`config.mk`:
```
export PLATFORM = sky130hd
export DESIGN_NAME = uart_irq_ident
export DESIGN_NICKNAME = d
export VERILOG_FILES = /design/src/rtl/uart_irq_pkg.sv /design/src/rtl/uart_irq_sticky.sv /design/src/rtl/uart_irq_prio.sv /design/src/rtl/uart_irq_ident.sv
export SDC_FILE = /design/constraint.sdc
export NUM_CORES = 1
export LEC_CHECK = 0
export ABC_CLOCK_PERIOD_IN_PS = 2850
export BUFFER_PORTS_ARGS = -buffer_cell sky130_fd_sc_hd__buf_2
export CAP_MARGIN = 10
export CORE_AREA = 2 2 39 41
export CTS_BUF_LIST = sky130_fd_sc_hd__clkbuf_8
export DETAILED_ROUTE_END_ITERATION = 8
export DIE_AREA = 0 0 41 43
export HOLD_SLACK_MARGIN = 0.03
export SKIP_LAST_GASP = 1
export SLEW_MARGIN = 20
export SYNTH_ARGS = -nofsm -noshare
export SYNTH_HDL_FRONTEND = slang
export SYNTH_SLANG_ARGS = --single-unit
```
`constraint.sdc`:
```
create_clock -name clk -period 2.85 [get_ports clk]
set_input_delay 0.1425 -clock clk [delete_from_list [all_inputs] [get_ports clk]]
set_output_delay 0.1425 -clock clk [all_outputs]
set_load 0.05 [all_outputs]
```
`src/rtl/uart_irq_pkg.sv`:
```
package uart_irq_pkg;

    localparam int ID_W     = 6;
    localparam int IER_W    = 8;
    localparam int N_LEVELS = 6;
    localparam int LVL_W    = $clog2(N_LEVELS);
    localparam int N_EVENTS = 3;

    // enable bit positions
    localparam int EN_RX    = 0;
    localparam int EN_THR   = 1;
    localparam int EN_LINE  = 2;
    localparam int EN_MODEM = 3;
    localparam int EN_SPEC  = 5;
    localparam int EN_CTS   = 6;
    localparam int EN_RTS   = 7;

    // sticky event slots
    localparam int EV_SPEC = 0;
    localparam int EV_CTS  = 1;
    localparam int EV_RTS  = 2;

    // identification codes
    localparam logic [ID_W-1:0] ID_NONE  = 6'h01;
    localparam logic [ID_W-1:0] ID_LINE  = 6'h06;
    localparam logic [ID_W-1:0] ID_RXDAT = 6'h04;
    localparam logic [ID_W-1:0] ID_RXTO  = 6'h0C;
    localparam logic [ID_W-1:0] ID_THR   = 6'h02;
    localparam logic [ID_W-1:0] ID_MODEM = 6'h00;
    localparam logic [ID_W-1:0] ID_SPEC  = 6'h10;
    localparam logic [ID_W-1:0] ID_FLOW  = 6'h20;

    // rank order, index 0 is most urgent
    typedef enum logic [LVL_W-1:0] {
        LV_LINE  = 3'd0,
        LV_RX    = 3'd1,
        LV_THR   = 3'd2,
        LV_MODEM = 3'd3,
        LV_SPEC  = 3'd4,
        LV_FLOW  = 3'd5
    } level_e;

    typedef struct packed {
        logic           any;
        level_e         level;
        logic [ID_W-1:0] code;
    } irq_report_t;

    function automatic logic [ID_W-1:0] level_code(input level_e lv, input logic rx_data);
        logic [ID_W-1:0] c;
        case (lv)
            LV_LINE:  c = ID_LINE;
            LV_RX:    c = rx_data ? ID_RXDAT : ID_RXTO;
            LV_THR:   c = ID_THR;
            LV_MODEM: c = ID_MODEM;
            LV_SPEC:  c = ID_SPEC;
            LV_FLOW:  c = ID_FLOW;
            default:  c = ID_NONE;
        endcase
        return c;
    endfunction

endpackage

```
`src/rtl/uart_irq_sticky.sv`:
```
module uart_irq_sticky #(
    parameter logic RST_VAL = 1'b0
) (
    input  logic clk,
    input  logic rst,
    input  logic set,
    input  logic clr,
    output logic q
);
    always_ff @(posedge clk) begin
        if (rst)
            q <= RST_VAL;
        else if (set)
            q <= 1'b1;
        else if (clr)
            q <= 1'b0;
    end

    // a set overrides a simultaneous clear
    a_r10_set_wins: assert property (@(posedge clk) disable iff (rst)
        set |=> q);

    a_r10_clear_takes: assert property (@(posedge clk) disable iff (rst)
        (clr && !set) |=> !q);
endmodule

```
`src/rtl/uart_irq_prio.sv`:
```
module uart_irq_prio #(
    parameter int N = 6,
    localparam int IW = (N > 1) ? $clog2(N) : 1
) (
    input  logic          clk,
    input  logic          rst,
    input  logic [N-1:0]  req,
    output logic          any,
    output logic [IW-1:0] idx
);
    always_comb begin
        any = 1'b0;
        idx = '0;
        for (int i = N - 1; i >= 0; i--) begin
            if (req[i]) begin
                any = 1'b1;
                idx = IW'(i);
            end
        end
    end

    // the granted index is a live request and nothing more urgent is live
    a_r2_grant_valid: assert property (@(posedge clk) disable iff (rst)
        any |-> (req[idx] && ((req & ((N'(1) << idx) - N'(1))) == '0)));

    a_r2_idle_no_req: assert property (@(posedge clk) disable iff (rst)
        !any |-> (req == '0));
endmodule

```
`src/rtl/uart_irq_ident.sv`:
```
module uart_irq_ident
    import uart_irq_pkg::*;
(
    input  logic             clk,
    input  logic             rst,
    input  logic [IER_W-1:0] ier,
    input  logic             line_err,
    input  logic             rx_ready,
    input  logic             rx_timeout,
    input  logic             thr_empty,
    input  logic             thr_write,
    input  logic             modem_change,
    input  logic             spec_char,
    input  logic             cts_change,
    input  logic             rts_change,
    input  logic             id_read,
    output logic             irq,
    output logic [ID_W-1:0]  int_id
);
    logic                thr_empty_q;
    logic                thr_rise;
    logic                thr_pend;
    logic                thr_clr;
    logic [N_EVENTS-1:0] ev_set;
    logic [N_EVENTS-1:0] ev_clr;
    logic [N_EVENTS-1:0] ev_pend;
    logic [N_LEVELS-1:0] lvl_req;
    logic                grant_any;
    logic [LVL_W-1:0]    grant_idx;
    level_e              grant_lvl;
    irq_report_t         rpt;
    logic                unused_ier4;
    logic                rst_q;

    assign unused_ier4 = ier[4];

    // holding-register-empty edge and sticky state
    always_ff @(posedge clk) begin
        if (rst) thr_empty_q <= 1'b1;
        else     thr_empty_q <= thr_empty;
    end

    assign thr_rise = thr_empty && !thr_empty_q;
    assign thr_clr  = thr_write || (id_read && grant_any && grant_lvl == LV_THR);

    uart_irq_sticky #(.RST_VAL(1'b1)) i_thr (
        .clk (clk),
        .rst (rst),
        .set (thr_rise),
        .clr (thr_clr),
        .q   (thr_pend)
    );

    // pulse-driven sticky events
    assign ev_set[EV_SPEC] = spec_char;
    assign ev_set[EV_CTS]  = cts_change;
    assign ev_set[EV_RTS]  = rts_change;

    assign ev_clr[EV_SPEC] = id_read && grant_any && grant_lvl == LV_SPEC;
    assign ev_clr[EV_CTS]  = id_read && grant_any && grant_lvl == LV_FLOW;
    assign ev_clr[EV_RTS]  = id_read && grant_any && grant_lvl == LV_FLOW;

    for (genvar g = 0; g < N_EVENTS; g++) begin : g_event
        uart_irq_sticky #(.RST_VAL(1'b0)) i_ev (
            .clk (clk),
            .rst (rst),
            .set (ev_set[g]),
            .clr (ev_clr[g]),
            .q   (ev_pend[g])
        );
    end

    // enabled request per rank
    always_comb begin
        lvl_req           = '0;
        lvl_req[LV_LINE]  = line_err && ier[EN_LINE];
        lvl_req[LV_RX]    = (rx_ready || rx_timeout) && ier[EN_RX];
        lvl_req[LV_THR]   = thr_pend && thr_empty && ier[EN_THR];
        lvl_req[LV_MODEM] = modem_change && ier[EN_MODEM];
        lvl_req[LV_SPEC]  = ev_pend[EV_SPEC] && ier[EN_SPEC];
        lvl_req[LV_FLOW]  = (ev_pend[EV_CTS] && ier[EN_CTS]) ||
                            (ev_pend[EV_RTS] && ier[EN_RTS]);
    end

    uart_irq_prio #(.N(N_LEVELS)) i_prio (
        .clk (clk),
        .rst (rst),
        .req (lvl_req),
        .any (grant_any),
        .idx (grant_idx)
    );

    assign grant_lvl = level_e'(grant_idx);

    always_comb begin
        rpt.any   = grant_any;
        rpt.level = grant_lvl;
        rpt.code  = grant_any ? level_code(grant_lvl, rx_ready) : ID_NONE;
    end

    assign irq    = rpt.any;
    assign int_id = rpt.code;

    // ---------------- assertions ----------------
    always_ff @(posedge clk) begin
        rst_q <= rst;
    end

    // holding-register-empty is reported right after reset
    always_ff @(posedge clk) begin
        if (rst_q && !rst && thr_empty && ier[EN_THR] && !line_err &&
            !(ier[EN_RX] && (rx_ready || rx_timeout)))
            a_r1_thr_after_reset: assert (irq && int_id == ID_THR);
    end

    // idle code whenever the line is low
    a_r3_idle_code: assert property (@(posedge clk) disable iff (rst)
        !irq |-> (int_id == ID_NONE));

    // an enabled line error always wins
    a_r4_line_first: assert property (@(posedge clk) disable iff (rst)
        (line_err && ier[EN_LINE]) |-> (int_id == ID_LINE));

    // flow-control code never shows over an enabled modem or line source
    a_r9_flow_lowest: assert property (@(posedge clk) disable iff (rst)
        ((line_err && ier[EN_LINE]) || (modem_change && ier[EN_MODEM])) |->
        (int_id != ID_FLOW));

    // reading 0x02 withdraws it unless the empty flag rises again
    a_r6_thr_read_clears: assert property (@(posedge clk) disable iff (rst)
        (id_read && int_id == ID_THR && !thr_rise) |=> !thr_pend);
endmodule

```
Yosys cells after proc, flatten, opt, wreduce, memory -nomap -nowiden
Cells that the tools add are included.

storage, ports and cells
  bits of input ports = 20
  output and inout port bits = 7
  register bits = 5

cells by class
  mux-type cells = 20
  equal/unequal tests = 5
  reduce and logical (&&, ||, !) cells = 22

operators with widths
  cell                                                 number
  one-hot mux 6 bit (6 select lines)                   1
  2-to-1 mux 3 bit                                     6
  logical AND 1 bit                                    13
  2-to-1 mux 1 bit                                     11
  equality test 3 x 2 -> 1 bit, second input constant  2
  equality test 3 bit, second input constant           2
  2-to-1 mux 6 bit                                     1
  nonzero test 2 bit                                   3
  2-to-1 mux 4 bit                                     1
  equality test 3 x 1 -> 1 bit, second input constant  1
  zero test 3 bit                                      1
  logical OR 1 bit                                     3
  OR reduction 2 bit                                   1
  zero test 1 bit                                      1

Logic depth before layout (Yosys ltp)
Gate-level depths: netlist (run 1).

  depth after elaboration = 12
  gate-level depth with buffers = 3
  depth with buffers taken out = 3

Hierarchy
A second synthesis (run 1) with hierarchy kept.

second synthesis, totals
  cell total of the unflattened synthesis = 49
  area total of the unflattened synthesis = 361.6 sq um

modules (own cells, without submodules)
  module                                 cells each  instances  sequential area each (sq um)  area an instance (sq um)
  uart_irq_ident                         23          1          20.0                          155.1
  uart_irq_sticky (g_event[0].i_ev ...)  4           3          20.0                          38.8
  uart_irq_prio                          10          1          0.0                           57.6
  uart_irq_sticky (i_thr)                4           1          20.0                          32.5

Least setup slack after synthesis (run 1)
OpenSTA, ideal clock, no wires.

  kind = flip-flop to output port
  from = register i_thr.q
  to = output port int_id[4]
  path buffers = 0
  cell stages (with the launch flop) = 4
  arrival time = 1270 ps
  path slack = 1438 ps
  path through = dfxtp_1 > a32oi_2 > nand3_1 > nor2_1

on the way
  word-level cells in the longest chain between the ends = 8

ends and longest elaborated chain
  element                                      RTL line               text
  start: declaration                           uart_irq_sticky.sv:8   output logic q
  start signal: assignment                     uart_irq_sticky.sv:12  q <= RST_VAL;
  start signal: assignment                     uart_irq_sticky.sv:14  q <= 1'b1;
  start signal: assignment                     uart_irq_sticky.sv:16  q <= 1'b0;
  logical AND 1 bit (*) (2 in series)          uart_irq_ident.sv:78   lvl_req[LV_THR] = thr_pend && thr_empty && ier[EN_THR];
  2-to-1 mux 3 bit (3 in series)               uart_irq_prio.sv:15    if (req[i]) begin
  equality test 3 bit (tied with other cells)  uart_irq_pkg.sv:51     case (lv)
  one-hot mux 6 bit (6 select lines)           uart_irq_pkg.sv:51
  2-to-1 mux 6 bit (*)                         uart_irq_ident.sv:98   rpt.code = grant_any ? level_code(grant_lvl, rx_ready) : ID_NONE;
  end: declaration                             uart_irq_ident.sv:18   output logic [ID_W-1:0] int_id

Every way passes the cells marked *; elsewhere a longest branch is shown, timed or not.

Worst setup path in the final report (run 1)
  from = register i_thr.q
  to = output port int_id[0]

The elaborated chain is that of the path after synthesis.

==> results.py, run 1 <==
metrics = {
    "run_status": {
        "status": "complete, no violations",
    },
    "synthesis": {
        "avgSynthCellArea_um2": 8.52,
        "yosys_warnings": 0,
        "ys_ff_latch": 5,
        "netlist_instances": 37,
        "seq_area_frac_synth": 0.317,
        "syn_nets": 57,
        "synth.distinct_cells": 20,
        "syn_area_um2": 315,
    },
    "critical_path": {
        "cp.arrival_ps": 1410,
        "cp.required_ps": 2710,
        "rrSetupSlack_ps": 1770,
        "worst_path_max_delay_cell": "dfxtp_1",
        "r2r-start": "i_thr.q",
        "crit_family": "simple AND/OR/NAND/NOR gates",
        "startpoint": "i_thr.q",
        "cp_max_fo": 4,
        "crit_chain": "a32oi_2 > and4_4 > and2_1 > buf_2",
        "max_stage_delay_ps": 320,
        "crit_buf_inv": 1,
        "worstSetupPathType": "reg2out",
        "crit_path_start_kind": "register",
        "cp-end-kind": "output port",
    },
    "sta": {
        "relSlewSlack": 0.830,
        "skew_ps": 1.66,
        "worst_slew_pin_slew_ps": 255,
        "setup_tns_ps": 0,
        "whs_ps": 146,
        "setup_viol": 0,
        "hold_viol_final": 0,
        "finalCriticalPeriod_ps": 1550,
        "setup_slack_ps": 1300,
        "drv_slew": 0,
        "rsz0062_at_grt": "false",
        "fin_crit_sh": 0.543,
        "max_freq_mhz": 646,
    },
    "floorplan": {
        "die_h_um": 43,
        "start_util": 0.228,
        "core_area_um2": 1380,
        "die-width_um": 41,
        "num_io_pins": 27,
        "rows": 14,
        "dieArea_um2": 1760,
    },
    "routing": {
        "wl_per_cell_um": 10.1,
        "drc": 0,
        "wirelength_um": 830,
        "antenna_left": 0,
        "drt_iter0_markers": 4,
        "via_per_inst": 4.70,
        "num_vias": 385,
        "firstDrtPassIters": 3,
    },
    "grt": {
        "grt_overflow": 0,
        "grt_pass1_vias": 333,
        "antenna_found_initial": 0,
        "grt_max_degree": 8,
        "grt.total_usage": 0.106,
        "grt_pass1_wl_um": 1220,
    },
    "clock_network": {
        "clock_sinks": 5,
        "clk_path_buf_depth": 2,
        "post_cts_resized": 0,
        "ctsHoldBuffers": 0,
        "cts_tree": "built",
        "cts_buffers": 3,
        "clk_pin_slew_ps": 40,
        "h-tree-depth": 1,
        "cts_setup_buffers": 0,
        "insertion_delay_ps": 220,
        "root_buffer": "clkbuf_8",
    },
    "place": {
        "io_buffers": 25,
        "hpwl_um": 667,
        "dp_slack_ps": 1530,
        "finalWeightedCongestion": 0.553,
        "dp_cells": 78,
    },
    "power": {
        "power.density_nw_per_um2": 555,
        "p_total_uw": 281,
        "leakagePower_uw": 0.000252,
        "vdd_drop_max_mv": 0.245,
    },
    "layout": {
        "syn_to_final_growth_pct": 60.3,
        "antenna_cells": 0,
        "n_fill_cell": 157,
        "nets": 87,
        "layout-drive-gt1-share": 0.530,
        "final-instance-count-excl-fill": 82,
    },
    "hold_path": {
        "holdCritPathClass": "in2reg",
        "min_from": "rst",
    },
    "run": {
        "maxCapViolations": 0,
    },
}
## worst paths after layout
| kind | end | cells past startpoint |
|---|---|---|
| setup / recovery | int_id[0] | 4 |
| hold / removal | g_event[2].i_ev.q | 2 |
| setup reg to reg | i_thr.q | 3 |
| hold reg to reg | g_event[2].i_ev.q | 2 |
## routing by layer
layer,global-route usage,share of wire,routed length [µm]
met4,0.0600,0,0
met1,0.0990,0.35,289
met5,0,0,0
met2,0.178,0.53,440
met3,0.0471,0.12,100
## synth_stat cells
master	instances	area (µm²)
o21ai_4	1	16.3
and3_1	1	6.26
and4_4	1	11.3
a311o_1	1	10.0
nand2_2	1	6.26
nor2b_2	1	8.76
or2_2	1	6.26
dfxtp_1	5	100
nand2_1	6	22.5
o31a_1	1	8.76
inv_1	1	3.75
a211oi_1	2	15.0
a22oi_2	1	12.5
nor2_1	6	22.5
and4b_1	1	10.0
nor3b_1	2	15.0
nand3_1	1	5.00
and2_1	1	6.26
a32oi_2	1	16.3
nand4_1	2	12.5
## layout by cell type (no fill, tap or decap), types with 2 or more instances in the layout
| cell type | n |
|---|---|
| nor2_1 | 6 |
| a211oi_1 | 2 |
| nand2_1 | 6 |
| nand4_1 | 2 |
| inv_1 | 2 |
| dfxtp_1 | 5 |
| nor3b_1 | 2 |
| clkbuf_8 | 3 |
| buf_2 | 25 |
## kinds of logic (layout without fill, tap and decap cells)
family,after synthesis,in the layout,share of synthesized area
simple gates,24,24,0.421
buf+inv,1,30,0.0119
flops,5,5,0.317
compound gates,7,7,0.250
## layout make-up
class                   instances  area, µm²  share of cell area
clock inverters                 1       3.75             0.00743
multi-input cells              31        211               0.418
well taps                      16       20.0              0.0396
inverters                       1       3.75             0.00743
clock buffers                   3       41.3              0.0817
repair buffers                 25        125               0.248
flip-flops and latches          5        100               0.198
## sequential cells by signal (all words and copies together), names as in the netlist
signal / count
g_event.i_ev.q: 3
i_thr.q: 1
thr_empty_q: 1
## power by group
part           total (µW)  switching (µW)  internal (µW)
Clock                 129            36.2           92.4
Sequential           79.1            3.41           75.7
Combinational        72.8            45.7           27.1
Total                 281            85.3            195
## stage by stage
stage / util / instance area, µm²
floorplan: - / 315
global placement: 0.333 / 460
detailed placement: 0.333 / 460
CTS: 0.365 / 505
global route: 0.365 / 505
finish: 0.365 / 505
Power figures use the tool's default switching activity.
==> inputs of run 2 (changes only) <==
Settings changed: ABC_AREA from default to 1, ABC_CLOCK_PERIOD_IN_PS 2850 to 1600.
Clock period 2.85 ns to 1.6 ns, I/O delays scaled along.
==> run 2 against run 1 <==
- critical path depth rose by 5
- first-iteration DRC count decreased by 100%
- sequential share of layout area down 2.4 points
- via count up 6.0%
- cell area is 14% higher
- core utilization rose by 5.0 points
- flip-flop and latch count stayed put
==> results.py, run 2 <==
metrics = {
    "synthesis": {
        "netlist_instances": 51,
        "seq_area_frac_synth": 0.270,
        "ys_ff_latch": 5,
        "yosysTopAreaCell": "dfxtp_1",
        "synthArstFlopShare": 0,
        "synth_common_cells": "nand2_1, inv_1, dfxtp_1, nand2_2, a21oi_1",
        "yosys_warnings": 0,
        "yosysTopAreaCellShare": 0.270,
        "synth.distinct_cells": 19,
        "ys.flop_type": "dfxtp_1",
        "syn_nets": 71,
        "synth_top_family_by_area": "simple AND/OR/NAND/NOR gates",
        "syn_area_um2": 370,
        "synth-simple-area-share": 0.547,
        "synthMuxAreaShare": 0,
        "yosys.cell_count.top_type": "nand2_1",
        "synth_compound_area_frac": 0.101,
        "synth-adder-area-share": 0,
        "synth-xor-area-share": 0,
        "synth_edf_count": 0,
        "avgSynthCellArea_um2": 7.26,
        "synth_area_leaders": "dfxtp_1, nand2_1, nand2_4, nand2_2, inv_1",
    },
    "floorplan": {
        "rows": 14,
        "dieArea_um2": 1760,
        "die-width_um": 41,
        "die_h_um": 43,
        "core_area_um2": 1380,
        "num_io_pins": 27,
        "start_util": 0.268,
    },
    "critical_path": {
        "endpoint": "int_id[3]",
        "crit_path_start_kind": "register",
        "cp.required_ps": 1520,
        "cp.depth": 9,
        "startpoint": "g_event[2].i_ev.q",
        "cp.arrival_ps": 1390,
        "crit_family": "simple AND/OR/NAND/NOR gates",
        "r2r-end": "g_event[0].i_ev.q",
        "cp_max_fo": 4,
        "rrSetupSlack_ps": 490,
        "reg2regPathDepth": 10,
        "cp-end-kind": "output port",
        "max_stage_delay_ps": 320,
        "crit_chain": "nand2_1 > nand2_1 > nand2_1 > nand2_1 > nand2_2 > nand2_2 > nand2_2 > nor4_2 > buf_4",
        "crit_buf_inv": 1,
        "crit_top_cell": "nand2_1",
        "r2r-start": "g_event[2].i_ev.q",
        "worstSetupPathType": "reg2out",
        "worst_path_max_delay_cell": "dfxtp_1",
    },
    "layout": {
        "antenna_cells": 0,
        "largest_register": "g_event.i_ev.q",
        "nets": 101,
        "mostFrequentLayoutCell": "buf_2",
        "largest_register_ffs": 3,
        "syn_to_final_growth_pct": 55.1,
        "layout.cells.most_common_list": "buf_2, nand2_1, inv_1, nand2_2, dfxtp_1",
        "utilization": 0.415,
        "reg.largest.list": "g_event.i_ev.q: 3 flops, i_thr.q: 1 flops, thr_empty_q: 1 flops",
        "layout-drive-gt1-share": 0.588,
        "n_fill_cell": 162,
        "final-instance-count-excl-fill": 96,
    },
    "clock_network": {
        "ctsHoldBuffers": 0,
        "h-tree-depth": 1,
        "post_cts_resized": 0,
        "cts_buffers": 3,
        "root_buffer": "clkbuf_8",
        "cts_tree": "built",
        "insertion_delay_ps": 220,
        "clk_path_buf_depth": 2,
        "clk_pin_slew_ps": 30,
        "cts_setup_buffers": 0,
        "clock_sinks": 5,
    },
    "run_status": {
        "status": "complete, no violations",
    },
    "grt": {
        "grt_pass1_vias": 328,
        "grt_overflow": 0,
        "grt_max_degree": 6,
        "grt_pass1_wl_um": 1190,
        "grt.total_usage": 0.0995,
        "antenna_found_initial": 0,
    },
    "sta": {
        "hold_viol_final": 0,
        "rsz0062_at_grt": "true",
        "worst_slew_pin_slew_ps": 250,
        "fin_crit_sh": 0.918,
        "relSlewSlack": 0.835,
        "max_freq_mhz": 681,
        "setup_viol": 0,
        "setup_tns_ps": 0,
        "finalCriticalPeriod_ps": 1470,
        "drv_slew": 0,
        "skew_ps": 0.511,
    },
    "routing": {
        "drc": 0,
        "firstDrtPassIters": 1,
        "antenna_left": 0,
        "drt_iter0_markers": 0,
        "wirelength_um": 803,
        "num_vias": 408,
        "via_per_inst": 4.25,
        "wl_per_cell_um": 8.36,
    },
    "place": {
        "dp_cells": 92,
        "finalWeightedCongestion": 0.602,
        "io_buffers": 25,
        "hpwl_um": 705,
    },
    "hold_path": {
        "holdCritPathClass": "in2reg",
    },
    "power": {
        "vdd_drop_max_mv": 0.441,
        "p_total_uw": 540,
        "leakagePower_uw": 0.000322,
        "power.density_nw_per_um2": 940,
    },
    "run": {
        "maxCapViolations": 0,
    },
}
## run 2: cell count changes in the layout (fill, tap and decap cells not counted), sizes merged, moves of 3 or more
cell / previous run / this run
a21oi: 0 / 5
nor2: 6 / 3
nand2: 7 / 20
inv: 2 / 9
## run 2: through the flow
step	hold slack, ps	worst slack, ps	cell area, µm²
CTS	73.0	54.4	572
detailed placement	304	289	527
global placement	306	311	527
floorplan	142	-74.1	382
global route	93.0	-3.35	574
finish	75.6	131	574
## run 2: worst min-delay path by stage
stage | startpoint | to | slack, ps | cells after the start
after floorplan | rst | g_event[0].i_ev.q | 140 | 1
after global placement | rst | g_event[0].i_ev.q | 310 | 2
after detailed placement | rst | g_event[0].i_ev.q | 300 | 2
after CTS | rst | g_event[0].i_ev.q | 70 | 2
after global routing | rst | g_event[0].i_ev.q | 90 | 2
final | rst | g_event[0].i_ev.q | 80 | 2
## run 2: power breakdown
part / internal (µW) / switching (µW) / leakage [µW] / total [µW]
registers: 135 / 3.80 / 0.0000419 / 138
clock network: 164 / 61.1 / 0.0000269 / 225
logic: 56.7 / 120 / 0.000253 / 176
## run 2: kinds of logic (layout without fill, tap and decap cells)
| family | Yosys count | in the layout |
|---|---|---|
| AO/OA/AOI/OAI | 6 | 6 |
| AND/OR/NAND/NOR | 32 | 32 |
| buffers and inverters | 8 | 37 |
| flip-flops | 5 | 5 |
## run 2: cell type report
cell class	instances	area, µm²	share of cell area
clock buffers	3	41.3	0.0719
clock inverters	1	3.75	0.00654
multi-input cells	38	251	0.438
well taps	16	20.0	0.0349
flip-flops and latches	5	100	0.174
inverters	8	30.0	0.0523
repair buffers	25	128	0.222
## run 2: metal layers
layer	part of all wire	GRT usage	wire, µm
met1	0.44	0.129	357
met2	0.45	0.138	360
met3	0.086	0.0157	69
met4	0.019	0.0800	15
met5	0	0	0
## run 2: worst register-to-register path: cells and delay by family, from the launching register on
kind               cells  cell delay (ps)
DFF                    1              300
AOI/OAI and AO/OA      1               50
and+or+nand+nor        9              670
==> inputs of run 3 (changes only) <==
Settings changed: ABC_AREA 1 to default, BUFFER_PORTS_ARGS -buffer_cell sky130_fd_sc_hd__buf_2 to default, DONT_BUFFER_PORTS from default to 1.
==> run 3 against run 2 <==
- first-iteration DRC count is 4 higher
- clock skew hardly changed
- combinational power is 36% lower
- worst setup slack worse by 85 ps
- clock power is 3% higher
- wire length is 4.4% higher
- highest routed layer is now met3
==> results.py, run 3 (synthesized netlist as in run 1, its figures left out) <==
metrics = {
    "floorplan": {
        "core_area_um2": 1380,
        "rows": 14,
        "die_h_um": 43,
        "num_io_pins": 27,
        "die-width_um": 41,
        "dieArea_um2": 1760,
        "start_util": 0.228,
    },
    "critical_path": {
        "r2r-start": "i_thr.q",
        "worstSetupPathType": "reg2reg",
        "cp.required_ps": 1710,
        "r2r-end": "g_event[1].i_ev.q",
        "rrSetupSlack_ps": 50,
        "reg2regPathDepth": 4,
        "crit_path_start_kind": "register",
        "cp.arrival_ps": 1660,
        "cp_max_fo": 4,
        "cp-end-kind": "register",
    },
    "place": {
        "dp_cells": 56,
        "finalWeightedCongestion": 0.556,
        "io_buffers": 0,
    },
    "routing": {
        "drc": 0,
        "top_layer_used": "met3",
        "wl_met3_um": 110,
        "firstDrtPassIters": 4,
        "antenna_left": 0,
        "met1_length_um": 320,
        "num_vias": 342,
        "wl_met2_um": 406,
        "via_per_inst": 5.18,
        "wirelength_um": 838,
        "wl_per_cell_um": 12.7,
        "drt_iter0_markers": 4,
    },
    "layout": {
        "antenna_cells": 0,
        "n_fill_cell": 149,
        "reg.largest.list": "g_event.i_ev.q: 3 flops, i_thr.q: 1 flops, thr_empty_q: 1 flops",
        "largest_register_ffs": 3,
        "syn_to_final_growth_pct": 45.2,
        "layout-drive-gt1-share": 0.300,
        "layout.cells.most_common_list": "nand2_1, nor2_1, dfxtp_1, buf_4, dlygate4sd3_1",
        "final-instance-count-excl-fill": 66,
        "largest_register": "g_event.i_ev.q",
        "nets": 71,
    },
    "hold_path": {
        "min_from": "rts_change",
        "whs_path_depth": 2,
        "holdCritPathClass": "in2reg",
        "holdPathEnd": "g_event[2].i_ev.q",
    },
    "sta": {
        "relSlewSlack": 0.669,
        "hold_viol_final": 0,
        "whs_ps": 28.0,
        "finalCriticalPeriod_ps": 1550,
        "setup_tns_ps": 0,
        "drv_slew": 0,
        "max_freq_mhz": 643,
        "setup_viol": 0,
        "fin_crit_sh": 0.971,
        "skew_ps": 0.480,
        "worst_slew_pin_slew_ps": 496,
    },
    "clock_network": {
        "clk_pin_slew_ps": 40,
        "insertion_delay_ps": 220,
        "post_cts_resized": 0,
        "clock_sinks": 5,
        "cts_tree": "built",
        "root_buffer": "clkbuf_8",
        "cts_buffers": 3,
        "h-tree-depth": 1,
        "clk_path_buf_depth": 2,
    },
    "grt": {
        "grt.total_usage": 0.0963,
        "grt_pass1_vias": 277,
        "grt_overflow": 0,
        "grt_max_degree": 8,
        "grt_pass1_wl_um": 1070,
        "antenna_found_initial": 0,
    },
    "power": {
        "vdd_drop_max_mv": 0.296,
        "power.density_nw_per_um2": 1060,
        "leakagePower_uw": 0.000191,
    },
    "run_status": {
        "status": "complete, no violations",
    },
    "run": {
        "maxCapViolations": 0,
    },
}
run 3: cell types whose count changed in the layout (fill, tap and decap cells not counted), moves of 3 or more:
cell	before	now
nand2_4	3	0
buf_2	24	0
a21oi_1	4	0
buf_4	1	5
nor2_1	0	6
inv_1	8	2
nand2_2	5	1
dlygate4sd3_1	0	4
nand2_1	12	6
run 3: worst max-delay path: stages (launching register included):
cell	delay, ps
dfxtp_1	320
a32oi_2	240
and4_4	260
a211oi_1	60
dlygate4sd3_1	550
run 3: cell type report:
| type | count | area, µm² | share of cell area |
|---|---|---|---|
| clock buffers | 3 | 41.3 | 0.0902 |
| clock inverters | 1 | 3.75 | 0.00820 |
| inverters | 1 | 3.75 | 0.00820 |
| multi-input cells | 31 | 211 | 0.462 |
| flip-flops and latches | 5 | 100 | 0.219 |
| well taps | 16 | 20.0 | 0.0437 |
| repair buffers | 9 | 77.6 | 0.169 |
run 3: how the worst max path moves through the flow:
stage / from / end
4_1_cts: i_thr.q / g_event[1].i_ev.q
6_report: i_thr.q / g_event[1].i_ev.q
3_5_place_dp: i_thr.q / int_id[0]
5_1_grt: i_thr.q / g_event[1].i_ev.q
3_3_place_gp: i_thr.q / int_id[0]
2_1_floorplan: i_thr.q / int_id[4]
run 3: per-stage QoR:
| stage | instance area, µm² | power, µW | utilization | setup slack, ps |
|---|---|---|---|---|
| after floorplan | 315 | 225 | - | 250 |
| after global placement | 358 | 238 | 0.259 | 405 |
| after detailed placement | 358 | 239 | 0.259 | 408 |
| after CTS | 443 | 485 | 0.320 | 47.0 |
| after global routing | 458 | 505 | 0.331 | -5.71 |
| final | 458 | 486 | 0.331 | 45.8 |
run 3: timing repair:
action,in CTS,in global routing
hold endpoints to repair,5,0
endpoints found under the setup margin,0,1
hold buffers,4,0
buffers inserted,0,2
run 3: where the power goes:
group	leakage (µW)	internal [µW]	switching, µW
combinational	0.000123	42.7	70.4
clock	0.0000269	165	67.4
sequential	0.0000419	135	5.98
total	0.000191	342	144
run 3: routing by layer:
| layer | vias up | GRT usage |
|---|---|---|
| met4 | 0 | 0.0800 |
| met5 | - | 0 |
| li1 | 165 | - |
| met1 | 154 | 0.0929 |
| met2 | 23 | 0.147 |
| met3 | 0 | 0.0419 |
